[src/rtl/pwm_rf_pkg.sv]
package pwm_rf_pkg;
   localparam int ADDR_W = 2;

   typedef enum logic [ADDR_W-1:0] {
      REG_RISE = 2'd0,
      REG_FALL = 2'd1,
      REG_CTRL = 2'd2,
      REG_CLR  = 2'd3
   } reg_addr_e;

   // control field positions
   localparam int CTL_RUN     = 0;
   localparam int CTL_CONT    = 1;
   localparam int CTL_OE      = 2;
   localparam int CTL_IE_RISE = 3;
   localparam int CTL_IE_FALL = 4;
   localparam int CTL_W       = 5;

   // interrupt sources
   localparam int SRC_RISE = 0;
   localparam int SRC_FALL = 1;
   localparam int N_SRC    = 2;
endpackage

[src/rtl/pwm_rf_regs.sv]
module pwm_rf_regs
   import pwm_rf_pkg::*;
#(
   parameter int W = 16
) (
   input  logic              clk,
   input  logic              rst_n,
   input  logic              wr_en,
   input  logic [ADDR_W-1:0] wr_addr,
   input  logic [W-1:0]      wr_data,
   input  logic [N_SRC-1:0]  hit,
   output logic [W-1:0]      rise_val,
   output logic [W-1:0]      fall_val,
   output logic              run_en,
   output logic              cont_mode,
   output logic              oe,
   output logic              irq
);
   logic [CTL_W-1:0] ctrl_q;
   logic [N_SRC-1:0] ie;
   logic [N_SRC-1:0] flags;

   always_ff @(posedge clk or negedge rst_n) begin
      if (!rst_n) begin
         rise_val <= '0;
         fall_val <= '0;
         ctrl_q   <= '0;
      end else if (wr_en) begin
         case (wr_addr)
            REG_RISE: rise_val <= wr_data;
            REG_FALL: fall_val <= wr_data;
            REG_CTRL: ctrl_q   <= wr_data[CTL_W-1:0];
            default:  ;
         endcase
      end
   end

   assign run_en          = ctrl_q[CTL_RUN];
   assign cont_mode       = ctrl_q[CTL_CONT];
   assign oe              = ctrl_q[CTL_OE];
   assign ie[SRC_RISE]    = ctrl_q[CTL_IE_RISE];
   assign ie[SRC_FALL]    = ctrl_q[CTL_IE_FALL];

   for (genvar s = 0; s < N_SRC; s++) begin : g_src
      logic flag_q;
      always_ff @(posedge clk or negedge rst_n) begin
         if (!rst_n)
            flag_q <= 1'b0;
         else if (hit[s] && ie[s])
            flag_q <= 1'b1;
         else if (wr_en && wr_addr == REG_CLR && wr_data[s])
            flag_q <= 1'b0;
      end
      assign flags[s] = flag_q;
   end

   assign irq = |flags;
endmodule

[src/rtl/pwm_rf_counter.sv]
module pwm_rf_counter
   import pwm_rf_pkg::*;
#(
   parameter int W = 16
) (
   input  logic             clk,
   input  logic             rst_n,
   input  logic             start,
   input  logic             tick,
   input  logic             run_en,
   input  logic             cont_mode,
   input  logic [W-1:0]     rise_val,
   input  logic [W-1:0]     fall_val,
   output logic [W-1:0]     cnt,
   output logic             running,
   output logic [N_SRC-1:0] hit
);
   localparam logic [W-1:0] CNT_ONE = W'(1);

   logic step;

   assign step           = running && run_en && tick && !start;
   assign hit[SRC_RISE]  = step && (cnt == rise_val);
   assign hit[SRC_FALL]  = step && (cnt == fall_val);

   always_ff @(posedge clk or negedge rst_n) begin
      if (!rst_n) begin
         cnt     <= '0;
         running <= 1'b0;
      end else if (start) begin
         cnt     <= '0;
         running <= 1'b1;
      end else if (step) begin
         if (hit[SRC_FALL]) begin
            if (cont_mode)
               cnt <= '0;
            else
               running <= 1'b0;
         end else begin
            cnt <= cnt + CNT_ONE;
         end
      end
   end
endmodule

[src/rtl/pwm_rf_out.sv]
module pwm_rf_out
   import pwm_rf_pkg::*;
(
   input  logic             clk,
   input  logic             rst_n,
   input  logic             start,
   input  logic [N_SRC-1:0] hit,
   input  logic             oe,
   output logic             raw,
   output logic             pwm
);
   always_ff @(posedge clk or negedge rst_n) begin
      if (!rst_n)
         raw <= 1'b0;
      else if (start || hit[SRC_FALL])
         raw <= 1'b0;
      else if (hit[SRC_RISE])
         raw <= 1'b1;
   end

   assign pwm = raw && oe;
endmodule

[src/rtl/pwm_rf_timer.sv]
module pwm_rf_timer
   import pwm_rf_pkg::*;
#(
   parameter int W = 16
) (
   input  logic              clk,
   input  logic              rst_n,
   input  logic              wr_en,
   input  logic [ADDR_W-1:0] wr_addr,
   input  logic [W-1:0]      wr_data,
   input  logic              start,
   input  logic              tick,
   output logic              pwm_o,
   output logic              oe_o,
   output logic              irq_o
);
   if (W < CTL_W) begin : g_chk_w
      $error("pwm_rf_timer: W must be at least %0d", CTL_W);
   end

   logic [W-1:0]     rise_val;
   logic [W-1:0]     fall_val;
   logic             run_en;
   logic             cont_mode;
   logic             oe;
   logic [W-1:0]     cnt;
   logic             running;
   logic [N_SRC-1:0] hit;
   logic             raw;

   pwm_rf_regs #(.W(W)) regs_i (
      .clk      (clk),
      .rst_n    (rst_n),
      .wr_en    (wr_en),
      .wr_addr  (wr_addr),
      .wr_data  (wr_data),
      .hit      (hit),
      .rise_val (rise_val),
      .fall_val (fall_val),
      .run_en   (run_en),
      .cont_mode(cont_mode),
      .oe       (oe),
      .irq      (irq_o)
   );

   pwm_rf_counter #(.W(W)) cnt_i (
      .clk      (clk),
      .rst_n    (rst_n),
      .start    (start),
      .tick     (tick),
      .run_en   (run_en),
      .cont_mode(cont_mode),
      .rise_val (rise_val),
      .fall_val (fall_val),
      .cnt      (cnt),
      .running  (running),
      .hit      (hit)
   );

   pwm_rf_out out_i (
      .clk  (clk),
      .rst_n(rst_n),
      .start(start),
      .hit  (hit),
      .oe   (oe),
      .raw  (raw),
      .pwm  (pwm_o)
   );

   assign oe_o = oe;
endmodule

[config.mk]
export PLATFORM = sky130hd
export DESIGN_NAME = pwm_rf_timer
export DESIGN_NICKNAME = d
export VERILOG_FILES = /design/src/rtl/pwm_rf_pkg.sv /design/src/rtl/pwm_rf_regs.sv /design/src/rtl/pwm_rf_counter.sv /design/src/rtl/pwm_rf_out.sv /design/src/rtl/pwm_rf_timer.sv
export SDC_FILE = /design/constraint.sdc
export NUM_CORES = 1
export LEC_CHECK = 0
export ABC_AREA = 1
export BUFFER_PORTS_ARGS = -buffer_cell sky130_fd_sc_hd__buf_4
export CORE_MARGIN = 5
export CORE_UTILIZATION = 30
export DETAILED_ROUTE_END_ITERATION = 12
export SLEW_MARGIN = 20
export SYNTH_ARGS = -nofsm -noshare
export SYNTH_HDL_FRONTEND = slang
export SYNTH_SLANG_ARGS = --single-unit
[constraint.sdc]
create_clock -name clk -period 1.7 [get_ports clk]
set_input_delay 0.34 -clock clk [delete_from_list [all_inputs] [get_ports clk]]
set_output_delay 0.34 -clock clk [all_outputs]
set_load 0.03 [all_outputs]
==> impl.org, run 1 <==
** Synth
- Sorting the synthesized cells by area gives the leading types as dfrtp_1 43%, nand2_1 17%, inv_1 6.7%.
- Post-synthesis cell type with the largest combined area :: dfrtp_1
- A synthesized cell averages 7.376 sq um.
- In this run the biggest area consumer among cell types represents 43.17% of the synthesized area.
- Synthesis produced a netlist whose cell count is 448.
- Yosys printed 0 warnings.
- Yosys mapped the design onto 26 distinct sky130hd cell types.
- Net Count, Synth :: 472
- Post-synthesis sequential element count :: 57
- Summing the sequential cell areas from Yosys gives 43.17% of the chip area.
- Post-synthesis instance area :: 3304 sq um

** Detailed routing
- DR vias/cell :: 4.384
- In the final routed layout, each cell accounts on average for 11.78 microns.
- In this run the remaining antenna-violating nets after routing total 0.
- Wire length reported by the detailed router :: 7.489 mm
- Detailed Routing Iterations Pass 1 :: 4
- Total vias in the final route :: 2788
- DRC marker count from the first detailed-route iteration :: 89
- After detailed routing, the number of remaining DRC violations is 0.

** Clock tree
- Counting along the longest clock path gives a buffer depth of 2.
- Later-pin clock latency in the skew report :: 0.34 ns
- Num CTS Buffers :: 9
- Number of clock sinks :: 57
- TritonCTS built the clock tree.
- In this run the clock root is driven by a clkbuf_8.
- Clock-pin slew was measured on the worst setup and hold paths at 0.07 ns.
- Number of levels the H-tree was split into :: 3

** Die
- In this run the core area contains 38 standard-cell rows.
- The floorplan step set the die width to 115.0 microns.
- Top Ports :: 26
- Measured along the y axis, the die boundary spans 115.0 microns.
- The initial utilization of the core area, before any placement, comes to 30.48%.
- The die covers 13210 sq um.
- Placeable core region :: 10840 sq um

** STA
- Worst-case clock skew :: 0.007709 ns
- Crit share post-route :: 96.34%
- Setup slack closes at 0.06215 ns.
- Headroom to the max-slew limit :: 73.76%
- Max-slew violations :: 0
- Setup violations remaining at the end of the flow were counted as 0.
- Max frequency :: 610.6 MHz
- The worst path in the final design needs a cycle of 1.638 ns, including I/O delays and setup.
- The final hold violation count is 0.
- Transition time of the tightest slew-check pin :: 0.3936 ns
- Setup repair after global routing could not meet its margin everywhere.

** Worst setup path
- Largest incremental delay on the critical path :: 0.44 ns
- Following the worst setup path forward leads to its endpoint at cnt_i.cnt[3].
- Setup crit start kind :: flop
- The worst register-to-register path ends at cnt_i.cnt[3].
- Tracing the worst setup path back leads to its startpoint at cnt_i.cnt[12].
- Slowest stage cell on the critical path :: dfrtp_2
- Flop-to-flop setup slack :: 0.06 ns
- CP arrival :: 1.91 ns
- Cells on worst reg2reg path :: 12
- Delay-heaviest family, CP :: simple AND/OR/NAND/NOR gates
- Data on the critical path is required at its endpoint by 1.97 ns.
- The worst setup path is captured at a flop.
- The most numerous cell type found on the critical path is nand2_1.
- Walking the worst path, the cells encountered are inv_1 > nand2_1 > nand2_1 > nand2_1 > nor2_2 > nand2_1 > nor2_2 > nand3_2 > nand2_4 > buf_12 > nand2_1 > o21ai_2.
- CP bufs+invs :: 2
- Crit path depth :: 12
- Along the worst path, the maximum fanout reaches 18.
- Reg-to-Reg Start :: cnt_i.cnt[12]
- Worst setup path class :: reg -> reg

** Cells and area
- Layout Area Growth over Synthesis :: 22.26%
- Finished Cell Area :: 4040 sq um
- Cells with a size suffix above 1 make up 22.58% of the layout.
- Measured on the finished design, the core utilization comes to 37.27%.
- Post-layout nets :: 515
- Excluding fillers, the count of instances in the completed layout stands at 636.
- Number of fill cells :: 1151
- 0 antenna diodes ended up in the layout.

** Placed design
- Placed wire-length estimate after detailed placement :: 5.491 mm
- Summing all placed instances gives a cell area of 3744 sq um.
- Count of port buffers added during placement :: 25
- OpenSTA, run right after detailed placement, puts the worst setup slack at 0.03218 ns.
- Cell count after placement :: 614
- Final Wtd Congestion :: 0.8389

** Pwr
- Summed over all cells, the static leakage comes to 2.019 nW.
- Total power consumption of the routed design :: 3.717 mW
- P per Cell Area :: 920.0 nW/um^2
- Maximum ir drop on the vdd rail :: 482.6 uV

** Global routing
- For met2 alone, demand over resource in global routing was 19.79%.
- The via count of the first global-routing pass was 2765.
- First-pass GRT wire length :: 13.03 mm
- Global routing consumed, on the met3 layer, 2.632% of the routing resources.
- Gr busiest metal :: met2
- Met1 Use GR :: 16.48%
- Summed over all layers, the global routing overflow is 0.
- The initial antenna violation count is 0.
- Total track usage :: 12.33%
- Entering global routing, the biggest net connects 33 pins.

** Min path
- The path class of the tightest hold or removal check is in -> reg.

** Job
- Max-capacitance violation count :: 0

** Status
- Result of the run :: finished, final reports clean
[cells by family after synthesis]
family / Yosys count / synth area share [%]
and+or+nand+nor: 226 / 29.65
buffers and inverters: 85 / 10.87
AOI/OAI and AO/OA: 58 / 10.37
DFF: 57 / 43.17
xor gates and xnor gates: 21 / 5.566
adders and majority gates: 1 / 0.3786
[repair_timing]
item                       in CTS  in global routing
hold endpoints to repair       27                  0
setup endpoints to repair       0                 18
hold buffers                    1                  0
resized for setup               0                 12
buffers inserted                0                  5
[sequential cells by signal, summed over array words and instances, names as in the netlist]
register             cells
out_i.raw                1
regs_i.rise_val         16
regs_i.g_src.flag_q      2
regs_i.ctrl_q            5
cnt_i.cnt               16
cnt_i.running            1
regs_i.fall_val         16
[metrics by stage]
step           hold WS, ns  setup TNS [ns]
2_1_floorplan      0.04441               0
3_3_place_gp        0.2923               0
3_5_place_dp        0.2962               0
4_1_cts             0.2620               0
5_1_grt             0.2722          -1.034
6_report            0.2694               0
[power breakdown]
part | total, mW | internal [mW] | switching (mW)
clock | 1.46 | 0.900 | 0.562
combinational | 0.616 | 0.265 | 0.351
sequential | 1.64 | 1.51 | 0.130
[worst min path at each step]
stage,startpoint,slack (ns),cells after the start,end
after floorplan,rst_n,0.04,0,cnt_i.cnt[0]
after global placement,rst_n,0.29,1,regs_i.fall_val[1]
after detailed placement,rst_n,0.30,1,regs_i.fall_val[1]
after CTS,wr_data[7],0.26,3,regs_i.rise_val[7]
after global routing,wr_data[7],0.27,3,regs_i.rise_val[7]
final,wr_data[11],0.27,3,regs_i.rise_val[11]
[tightest hold or removal path: stages]
cell and delay (ns):
buf_4 0.10, inv_1 0.05, o21ai_0 0.07
[final cells by class]
type                    instances  area [sq um]  area share, %
clock buffers                  11         151.4          3.747
clock inverters                 5         77.57          1.920
inverters                      66         247.7          6.132
multi-input cells             306          1534          37.97
flip-flops and latches         57          1431          35.43
well taps                     140         175.2          4.336
repair buffers                 51         422.9          10.47
[placed cells by master, fill, tap and decap left out, drive strengths merged]
cell type / Yosys / final
a21oi: 2 / 2
buf: 12 / 50
bufinv: 0 / 2
clkbuf: 7 / 11
clkinv: 1 / 3
clkinvlp: 0 / 1
dfrtp: 57 / 57
dlygate4sd3: 0 / 1
ha: 1 / 1
inv: 65 / 65
nand2: 149 / 149
nand3: 39 / 39
nand4: 6 / 6
nor2: 21 / 21
nor3: 2 / 2
o21ai: 56 / 56
or2: 9 / 9
xnor2: 10 / 10
xor2: 11 / 11
[Yosys cell counts, drive strengths merged]
master / instances
buf: 12
or2: 9
clkinv: 1
inv: 65
clkbuf: 7
o21ai: 56
xor2: 11
xnor2: 10
nand4: 6
nor2: 21
ha: 1
a21oi: 2
dfrtp: 57
nor3: 2
nand3: 39
nand2: 149
[metal layers]
layer  wire, microns  part of all wire [%]  vias up
met5               0                     0        -
met4              80                   1.1        0
met3             264                   3.5        9
met2            3503                    47       38
met1            3641                    49     1272
li1                -                     -     1469
No activity file was read; power rests on OpenSTA's default activity.
==> inputs of run 2 (changes only) <==
- ABC_AREA: 1 -> not set
==> impl.org, run 2 <==
** Status
- Result of the run: complete, but fails checks (was finished, final reports clean).
- The checks that failed: negative setup slack.

** Synth
- The most frequent cell after synthesis is dfrtp_1 (was nand2_1).
- Post-Syn Instances :: 277 (was 448)
- The multiplexer share of the synthesized area came to 14.23% (was 0%).
- The simple logic cell fraction of the synthesized area was 16.19% (was 29.65%).
- The number of warning messages in the yosys log is 0 (unchanged).
- Area share of the largest cell type after synthesis :: 46.49% (was 43.17%)
- The sequential-to-total area share from yosys stat is 46.49% (was 43.17%).
- The cell area after synthesis was 3068 sq um (was 3304 sq um).
- Arithmetic-cell share of the synthesized area counting full adders, half adders and majority gates :: 0.4078% (was 0.3786%)
- Cell types occupying the most area after synthesis :: dfrtp_1 46%, mux2_2 14%, xor2_1 8.8% (was dfrtp_1 43%, nand2_1 17%, inv_1 6.7%)
- The parity-gate share of the synthesized area counting xor and xnor cells is 9.421% (was 5.566%).
- The post-synthesis net count was 301 (was 472).
- Dominant combinational cell family by area after synthesis :: simple AND/OR/NAND/NOR gates (unchanged)
- The area fraction in compound gates after synthesis came to 8.564% (was 10.37%).
- Post-synthesis cell type with the largest combined area :: dfrtp_1 (unchanged)
- The flop and latch count out of synthesis is 57 (unchanged).
- Number of library cell types mapped by synthesis :: 52 (was 26)
- Fraction of synthesis flops using an asynchronous set or reset pin :: 100.0% (unchanged)
- The number of enable flip-flop cells after synthesis came to 0 (unchanged).
- Synthesized area divided by synthesized cell count :: 11.08 sq um (was 7.376 sq um)
- Post-synth top cells :: 57 x dfrtp_1, 37 x mux2_2, 31 x xor2_1 (was 148 x nand2_1, 59 x inv_1, 57 x dfrtp_1)
- The leading register cell type out of synthesis was dfrtp_1 (unchanged).

** Worst setup path
- The gate family responsible for the most delay along the worst path was simple AND/OR/NAND/NOR gates (unchanged).
- The endpoint kind of the worst setup timing path is a flop (unchanged).
- Cell-by-cell listing of the critical path :: buf_6 > xor2_1 > nor4_2 > nand3_1 > or4_4 > a211oi_2 (was inv_1 > nand2_1 > nand2_1 > nand2_1 > nor2_2 > nand2_1 > nor2_2 > nand3_2 > nand2_4 > buf_12 > nand2_1 > o21ai_2)
- Req. time, crit path :: 1.95 ns (was 1.97 ns)
- R2r endpoint :: out_i.raw (was cnt_i.cnt[3])
- Reg-to-Reg Start :: cnt_i.cnt[7] (was cnt_i.cnt[12])
- CP arrival :: 2.22 ns (was 1.91 ns)
- Crit path depth :: 6 (was 12)
- The number of cells on the worst reg-to-reg path is 6 (was 12).
- Flop-to-flop setup slack :: -0.27 ns (was 0.06 ns)
- The count of buffer and inverter cells on the critical path was 1 (was 2).
- The cell with the biggest individual delay on the critical path is or4_4 (was dfrtp_2).
- Worst-path fanout max :: 2 (was 18)
- Worst setup path class :: reg -> reg (unchanged)
- The stage delay of the slowest cell on the critical path was 0.46 ns (was 0.44 ns).
- Setup crit start kind :: flop (unchanged)

** Placed design
- The final estimated routing congestion in global placement was 0.8895 (was 0.8389).
- The placed wire-length estimate after detailed placement is 5.957 mm (was 5.491 mm).
- Count of port buffers added during placement :: 25 (unchanged)
- Cell count after placement :: 456 (was 614)
- The worst slack at placement was -0.3437 ns (was 0.03218 ns).

** Detailed routing
- DR vias/cell :: 5.114 (was 4.384)
- Wire length reported by the detailed router :: 8.543 mm (was 7.489 mm)
- DRC violation count after routing :: 0 (unchanged)
- Total vias in the final route :: 2470 (was 2788)
- The number of detailed-route iterations in the first pass came to 6 (was 4).
- The number of routed nets with antenna violations came to 0 (unchanged).
- The number of DRC markers after the initial detailed-route iteration was 225 (was 89).
- Wire length per cell :: 17.69 microns (was 11.78 microns)

** STA
- Unrepaired setup endpoints after global routing: true (unchanged).
- The top achievable clock speed came to 507.7 MHz (was 610.6 MHz).
- Transition time of the tightest slew-check pin :: 0.5903 ns (was 0.3936 ns)
- Setup Total Neg Slack :: -2.690 ns (was 0 ns)
- The final hold violation count was 0 (unchanged).
- Smallest setup slack after layout :: -0.2697 ns (was 0.06215 ns)
- The headroom to the max-slew limit is 60.09% (was 73.76%).
- Final setup violating endpoints :: 19 (was 0)
- Crit share post-route :: 115.9% (was 96.34%)
- Shortest clock period the worst path allows after layout :: 1.970 ns (was 1.638 ns)
- The number of max-slew violations in the final report came to 0 (unchanged).
- Worst-case clock skew :: 0.009672 ns (was 0.007709 ns)

** Cells and area
- Largest registers: cnt_i.cnt: 16 flops, regs_i.fall_val: 16 flops, regs_i.rise_val: 16 flops (unchanged).
- Most frequent cells in the layout :: 59 x buf_4, 56 x dfrtp_1, 37 x mux2_2 (was 146 x nand2_1, 58 x inv_1, 53 x dfrtp_1)
- Layout Area Growth over Synthesis :: 36.91% (was 22.26%)
- The total number of nets in the final design came to 366 (was 515).
- Final core utilization :: 41.43% (was 37.27%)
- The number of diodes added for antenna fixing came to 0 (unchanged).
- The ratio of cells with drive above 1 in the final layout came to 49.28% (was 22.58%).
- The most common library cell in the layout ignoring fill and taps is buf_4 (was nand2_1).
- Post-route non-filler standard cell count :: 483 (was 636)

** Global routing
- Largest net degree at the start of global routing :: 36 (was 33)
- Global route total overflow :: 0 (unchanged)
- The via count of the first global-routing pass is 2531 (was 2765).
- The global-route usage over all layers came to 13.97% (was 12.33%).
- Initial antenna violation count :: 0 (unchanged)
- First-pass GRT wire length :: 13.55 mm (was 13.03 mm)

** Pwr
- Static Leakage :: 1.788 nW (was 2.019 nW)
- The maximum VDD drop was 542.1 uV (was 482.6 uV).
- P per Cell Area :: 823.4 nW/um^2 (was 920.0 nW/um^2)
- Total power consumption of the routed design :: 3.459 mW (was 3.717 mW)

** Clock tree
- Number of clock sinks :: 57 (unchanged)
- Later-pin clock latency in the skew report :: 0.34 ns (about the same)
- The level count of the clock H-tree is 3 (unchanged).
- CTS tree :: yes (unchanged)
- The cell chosen for the clock root is clkbuf_8 (unchanged).
- CTS clock-pin slew for the worst setup and hold paths :: 0.06 ns (was 0.07 ns)
- The number of CTS-inserted buffers is 9 (unchanged).
- Number of buffers on the longest clock path :: 2 (unchanged)

** Min path
- Hold endpoint :: regs_i.fall_val[7] (was regs_i.rise_val[11])
- The instance count along the most critical hold path is 2 (was 3).
- The type of the tightest min-delay check was in -> reg (unchanged).
- The launch point of the worst hold path is wr_data[7] (was wr_data[11]).

** Die
- The number of top-level pins is 26 (unchanged).
- Die Y :: 111.1 microns (was 115.0 microns)
- The floorplan core area was 10140 sq um (was 10840 sq um).
- The number of standard-cell rows in the floorplan was 37 (was 38).
- The width of the die is 111.1 microns (was 115.0 microns).
- The initial standard-cell utilization of the core was 30.26% (was 30.48%).
- The area of the die is 12350 sq um (was 13210 sq um).

** Job
- Max-capacitance violation count :: 0 (unchanged)
==> run 2: worst max path at each step <==
stage	start	endpoint	slack [ns]
after floorplan	cnt_i.cnt[3]	out_i.raw	-0.02
after global placement	cnt_i.cnt[3]	out_i.raw	-0.35
after detailed placement	cnt_i.cnt[3]	out_i.raw	-0.34
after CTS	cnt_i.cnt[7]	out_i.raw	-0.26
after global routing	cnt_i.cnt[7]	out_i.raw	-0.35
final	cnt_i.cnt[7]	out_i.raw	-0.27
==> run 2: layout make-up <==
cell class	instances	area [sq um]
timing repair buffer	73	620.6
tap	136	170.2
fill	978	5938
clock buffer	13	158.9
multi-input combinational	193	1778
clock inverter	3	15.01
sequential	57	1428
inverter	8	30.03
==> run 2: worst reg2reg max path, stage by stage (launching register included) <==
cell      delay [ns]
dfrtp_1         0.38
buf_6           0.12
xor2_1          0.16
nor4_2          0.33
nand3_1         0.19
or4_4           0.46
a211oi_2        0.23
==> run 2: what timing repair did <==
item / in CTS / in global routing
buffers inserted: 4 / 3
gates cloned: 2 / 1
gates resized for setup: 28 / 39
hold endpoints to repair: 22 / 0
hold buffers: 1 / 0
pin swaps: 9 / 12
endpoints found under the setup margin: 19 / 19
==> run 2: layer usage <==
layer  wire length [microns]  track usage [%]
met5                       0                0
met4                     344            7.299
met3                     593            3.712
met2                    4114            21.60
met1                    3490            17.89
==> run 2: stage by stage <==
stage | area (sq um) | hold slack (ns)
after CTS | 3963 | 0.2266
after global routing | 4200 | 0.2263
after floorplan | 3110 | 0.04441
final | 4200 | 0.2387
after global placement | 3637 | 0.2595
after detailed placement | 3637 | 0.2648
==> run 2: logic make-up after synthesis <==
kind of cell / count (synthesis)
AND/OR/NAND/NOR: 84
flip-flops: 57
multiplexers: 39
AO/OA/AOI/OAI: 36
XOR/XNOR: 33
buffers and inverters: 27
adder cells (fa/ha/maj): 1
==> run 2: where the power goes <==
| part | switching [mW] | total, mW | internal, mW |
|---|---|---|---|
| sequential | 0.133 | 1.66 | 1.53 |
| clock | 0.523 | 1.12 | 0.601 |
| combinational | 0.348 | 0.670 | 0.322 |
==> inputs of run 3 (changes only) <==
- CELL_PAD_IN_SITES_DETAIL_PLACEMENT: not set -> 2
- CELL_PAD_IN_SITES_GLOBAL_PLACEMENT: not set -> 2
- PLACE_DENSITY_LB_ADDON: not set -> 0.1
==> impl.org, run 3 (same netlist as run 2, synthesis figures left out) <==
** Cells and area
- Largest registers :: cnt_i.cnt: 16 flops, regs_i.fall_val: 16 flops, regs_i.rise_val: 16 flops (unchanged)
- Antenna diodes :: 0 (unchanged)
- Fraction of layout instances using a drive strength above 1 :: 49.58% (was 49.28%)
- Post-route non-filler standard cell count :: 489 (was 483)
- The total number of nets in the final design came to 373 (was 366).
- Commonest non-fill, non-tap cell in the layout :: buf_4 (unchanged)
- Most frequent cells in the layout: 62 x buf_4, 55 x dfrtp_1, 37 x mux2_2 (was 59 x buf_4, 56 x dfrtp_1, 37 x mux2_2).
- The share of the core filled with cells is 42.14% (was 41.43%).
- The synthesis-to-layout area growth was 39.27% (was 36.91%).
- The number of inserted filler cells in the final layout was 1039 (was 978).

** Clock tree
- The number of CTS-inserted buffers is 9 (unchanged).
- Number of levels the H-tree was split into :: 3 (unchanged)
- CTS clock-pin slew for the worst setup and hold paths :: 0.07 ns (was 0.06 ns)
- The buffer depth of the longest clock path is 2 (unchanged).
- The cell chosen for the clock root is clkbuf_8 (unchanged).
- The clock latency at the later pin of the worst-skew pair came to 0.34 ns (about the same).
- CTS tree :: yes (unchanged)
- Number of clock sinks :: 57 (unchanged)

** Worst setup path
- R2r endpoint :: cnt_i.cnt[10] (was out_i.raw)
- Reg-to-Reg Start :: cnt_i.cnt[4] (was cnt_i.cnt[7])
- Req. time, crit path :: 1.93 ns (was 1.95 ns)
- Flop-to-flop setup slack :: -0.27 ns (about the same)
- Cells on worst reg2reg path :: 8 (was 6)
- Setup crit start kind :: flop (unchanged)
- The worst setup path category is reg -> reg (unchanged).
- Worst-path fanout max :: 6 (was 2)
- Critical Path Sink Type :: flop (unchanged)
- CP arrival :: 2.20 ns (was 2.22 ns)

** Detailed routing
- The number of DRC markers after the initial detailed-route iteration is 81 (was 225).
- DRC violation count after routing :: 0 (unchanged)
- The overall via count from detail_route was 2502 (was 2470).
- The number of detailed-route iterations in the first pass was 4 (was 6).
- The wire length per cell was 21.72 microns (was 17.69 microns).
- The number of vias per cell after detailed routing is 5.117 (was 5.114).
- The sum of routed wire length over all layers came to 10.62 mm (was 8.543 mm).
- Antenna-violating nets left :: 0 (unchanged)

** Die
- Overall die area :: 12350 sq um (unchanged)
- Initial Util :: 30.26% (unchanged)
- Die Y :: 111.1 microns (unchanged)
- Placeable core region :: 10140 sq um (unchanged)
- Number of placement rows :: 37 (unchanged)
- Top Ports :: 26 (unchanged)
- Chip width :: 111.1 microns (unchanged)

** Global routing
- First-pass GRT wire length :: 16.31 mm (was 13.55 mm)
- Global route total overflow :: 0 (unchanged)
- The via count of the first global-routing pass is 2881 (was 2531).
- The initial antenna violation count came to 0 (unchanged).
- The global-route usage over all layers came to 17.42% (was 13.97%).
- Largest net degree at the start of global routing :: 24 (was 36)

** Pwr
- Power share of the combinational group :: 19.1% (was 19.4%)
- The clock group share of total power was 35.5% (was 32.5%).
- Maximum ir drop on the vdd rail :: 344.7 uV (was 542.1 uV)
- Total power consumption of the routed design :: 3.685 mW (was 3.459 mW)
- The power density over the cells is 862.4 nW/um^2 (was 823.4 nW/um^2).
- The internal power component is 2.573 mW (was 2.454 mW).
- Switching power share of the total :: 30.18% (was 29.05%)
- The switching power summed over all nets came to 1.112 mW (was 1.005 mW).
- Static Leakage :: 1.835 nW (was 1.788 nW)
- Sequential fraction of design power :: 45.4% (was 48.1%)

** STA
- Final setup violating endpoints :: 20 (was 19)
- The number of max-slew violations in the final report is 0 (unchanged).
- The final hold violation count was 0 (unchanged).
- The headroom to the max-slew limit was 63.06% (was 60.09%).
- Max frequency :: 506.8 MHz (was 507.7 MHz)
- Shortest clock period the worst path allows after layout :: 1.973 ns (was 1.970 ns)
- The clock skew was 0.006788 ns (was 0.009672 ns).
- Unrepaired setup endpoints after global routing: true (unchanged).
- Transition time of the tightest slew-check pin :: 0.5541 ns (was 0.5903 ns)
- The final worst-path cycle share is 116.1% (was 115.9%).
- The least setup slack across all paths after layout came to -0.2733 ns (was -0.2697 ns).

** Placed design
- Placed wire-length estimate after detailed placement :: 7.667 mm (was 5.957 mm)
- Count of port buffers added during placement :: 25 (unchanged)
- The worst slack at placement was -0.3644 ns (was -0.3437 ns).
- Cell count after placement :: 466 (was 456)
- The final estimated routing congestion in global placement is 0.8258 (was 0.8895).

** Min path
- Hold endpoint :: out_i.raw (was regs_i.fall_val[7])
- Start point of the worst hold path :: start (was wr_data[7])
- Worst hold path cell count :: 2 (unchanged)
- The type of the tightest min-delay check was in -> reg (unchanged).

** Job
- Max-capacitance violation count :: 0 (unchanged)

** Status
- Result of the run :: complete, but fails checks (unchanged)
- Failing checks :: negative setup slack (unchanged)
==> run 3: changes by cell type in the layout (fill, tap and decap cells not counted), sizes merged <==
| cell | before | now |
|---|---|---|
| buf | 72 | 78 |
| bufinv | 0 | 1 |
| clkbuf | 13 | 10 |
| a21oi | 2 | 3 |
| clkinvlp | 0 | 1 |
==> run 3: worst max-delay path by stage <==
stage	endpoint	startpoint	cells past startpoint	slack, ns
3_3_place_gp	out_i.raw	cnt_i.cnt[4]	6	-0.34
3_5_place_dp	cnt_i.cnt[5]	cnt_i.cnt[2]	7	-0.36
2_1_floorplan	out_i.raw	cnt_i.cnt[3]	6	-0.02
6_report	cnt_i.cnt[10]	cnt_i.cnt[4]	8	-0.27
4_1_cts	cnt_i.cnt[10]	cnt_i.cnt[7]	8	-0.25
5_1_grt	cnt_i.cnt[10]	cnt_i.cnt[4]	8	-0.34
==> run 3: critical path: stages, from the launching register on <==
cell     delay, ns
dfrtp_1       0.41
buf_6         0.13
xor2_2        0.17
nor4_4        0.31
nand4_1       0.14
buf_6         0.16
buf_8         0.14
a32oi_1       0.16
a21bo_2       0.23
==> run 3: per-stage QoR <==
step	hold WS, ns	setup TNS [ns]	instance area (sq um)
after global placement	0.2815	-5.232	3737
after floorplan	0.04441	-0.04081	3110
final	0.2335	-3.653	4273
after detailed placement	0.2826	-5.874	3737
after global routing	0.2154	-5.088	4273
after CTS	0.2148	-3.579	4061
==> run 3: routing by layer <==
| metal | track usage (%) | up-vias | share of wire [%] | routed length [microns] |
|---|---|---|---|---|
| met3 | 2.620 | 12 | 2.1 | 218 |
| met1 | 23.44 | 1305 | 48 | 5083 |
| met4 | 6.975 | 0 | 2.0 | 216 |
| li1 | - | 1149 | - | - |
| met2 | 28.11 | 36 | 48 | 5103 |
| met5 | 0 | - | 0 | 0 |
==> run 3: timing repair <==
action	4_1_cts	5_1_grt
endpoints found under the hold margin	21	0
pin swaps	13	13
gates cloned	1	1
hold buffers	1	0
resized for setup	23	36
setup endpoints to repair	20	20
buffers inserted	4	4
==> run 3: layout make-up <==
type	instances	area, sq um	share of cell area (%)
clock buffers	10	137.6	3.221
clock inverters	5	56.30	1.318
inverters	8	30.03	0.7028
multi-input cells	194	1753	41.02
flip-flops and latches	57	1429	33.44
well taps	136	170.2	3.982
repair buffers	79	696.9	16.31
==> run 3: power by group through the flow <==
stage	Combinational, mW	Sequential [mW]	Clock [mW]
6_report	0.702	1.67	1.31
3_3_place_gp	0.641	1.68	0
2_1_floorplan	0.355	1.65	0
3_5_place_dp	0.653	1.69	0
4_1_cts	0.679	1.67	1.36
5_1_grt	0.761	1.69	1.41
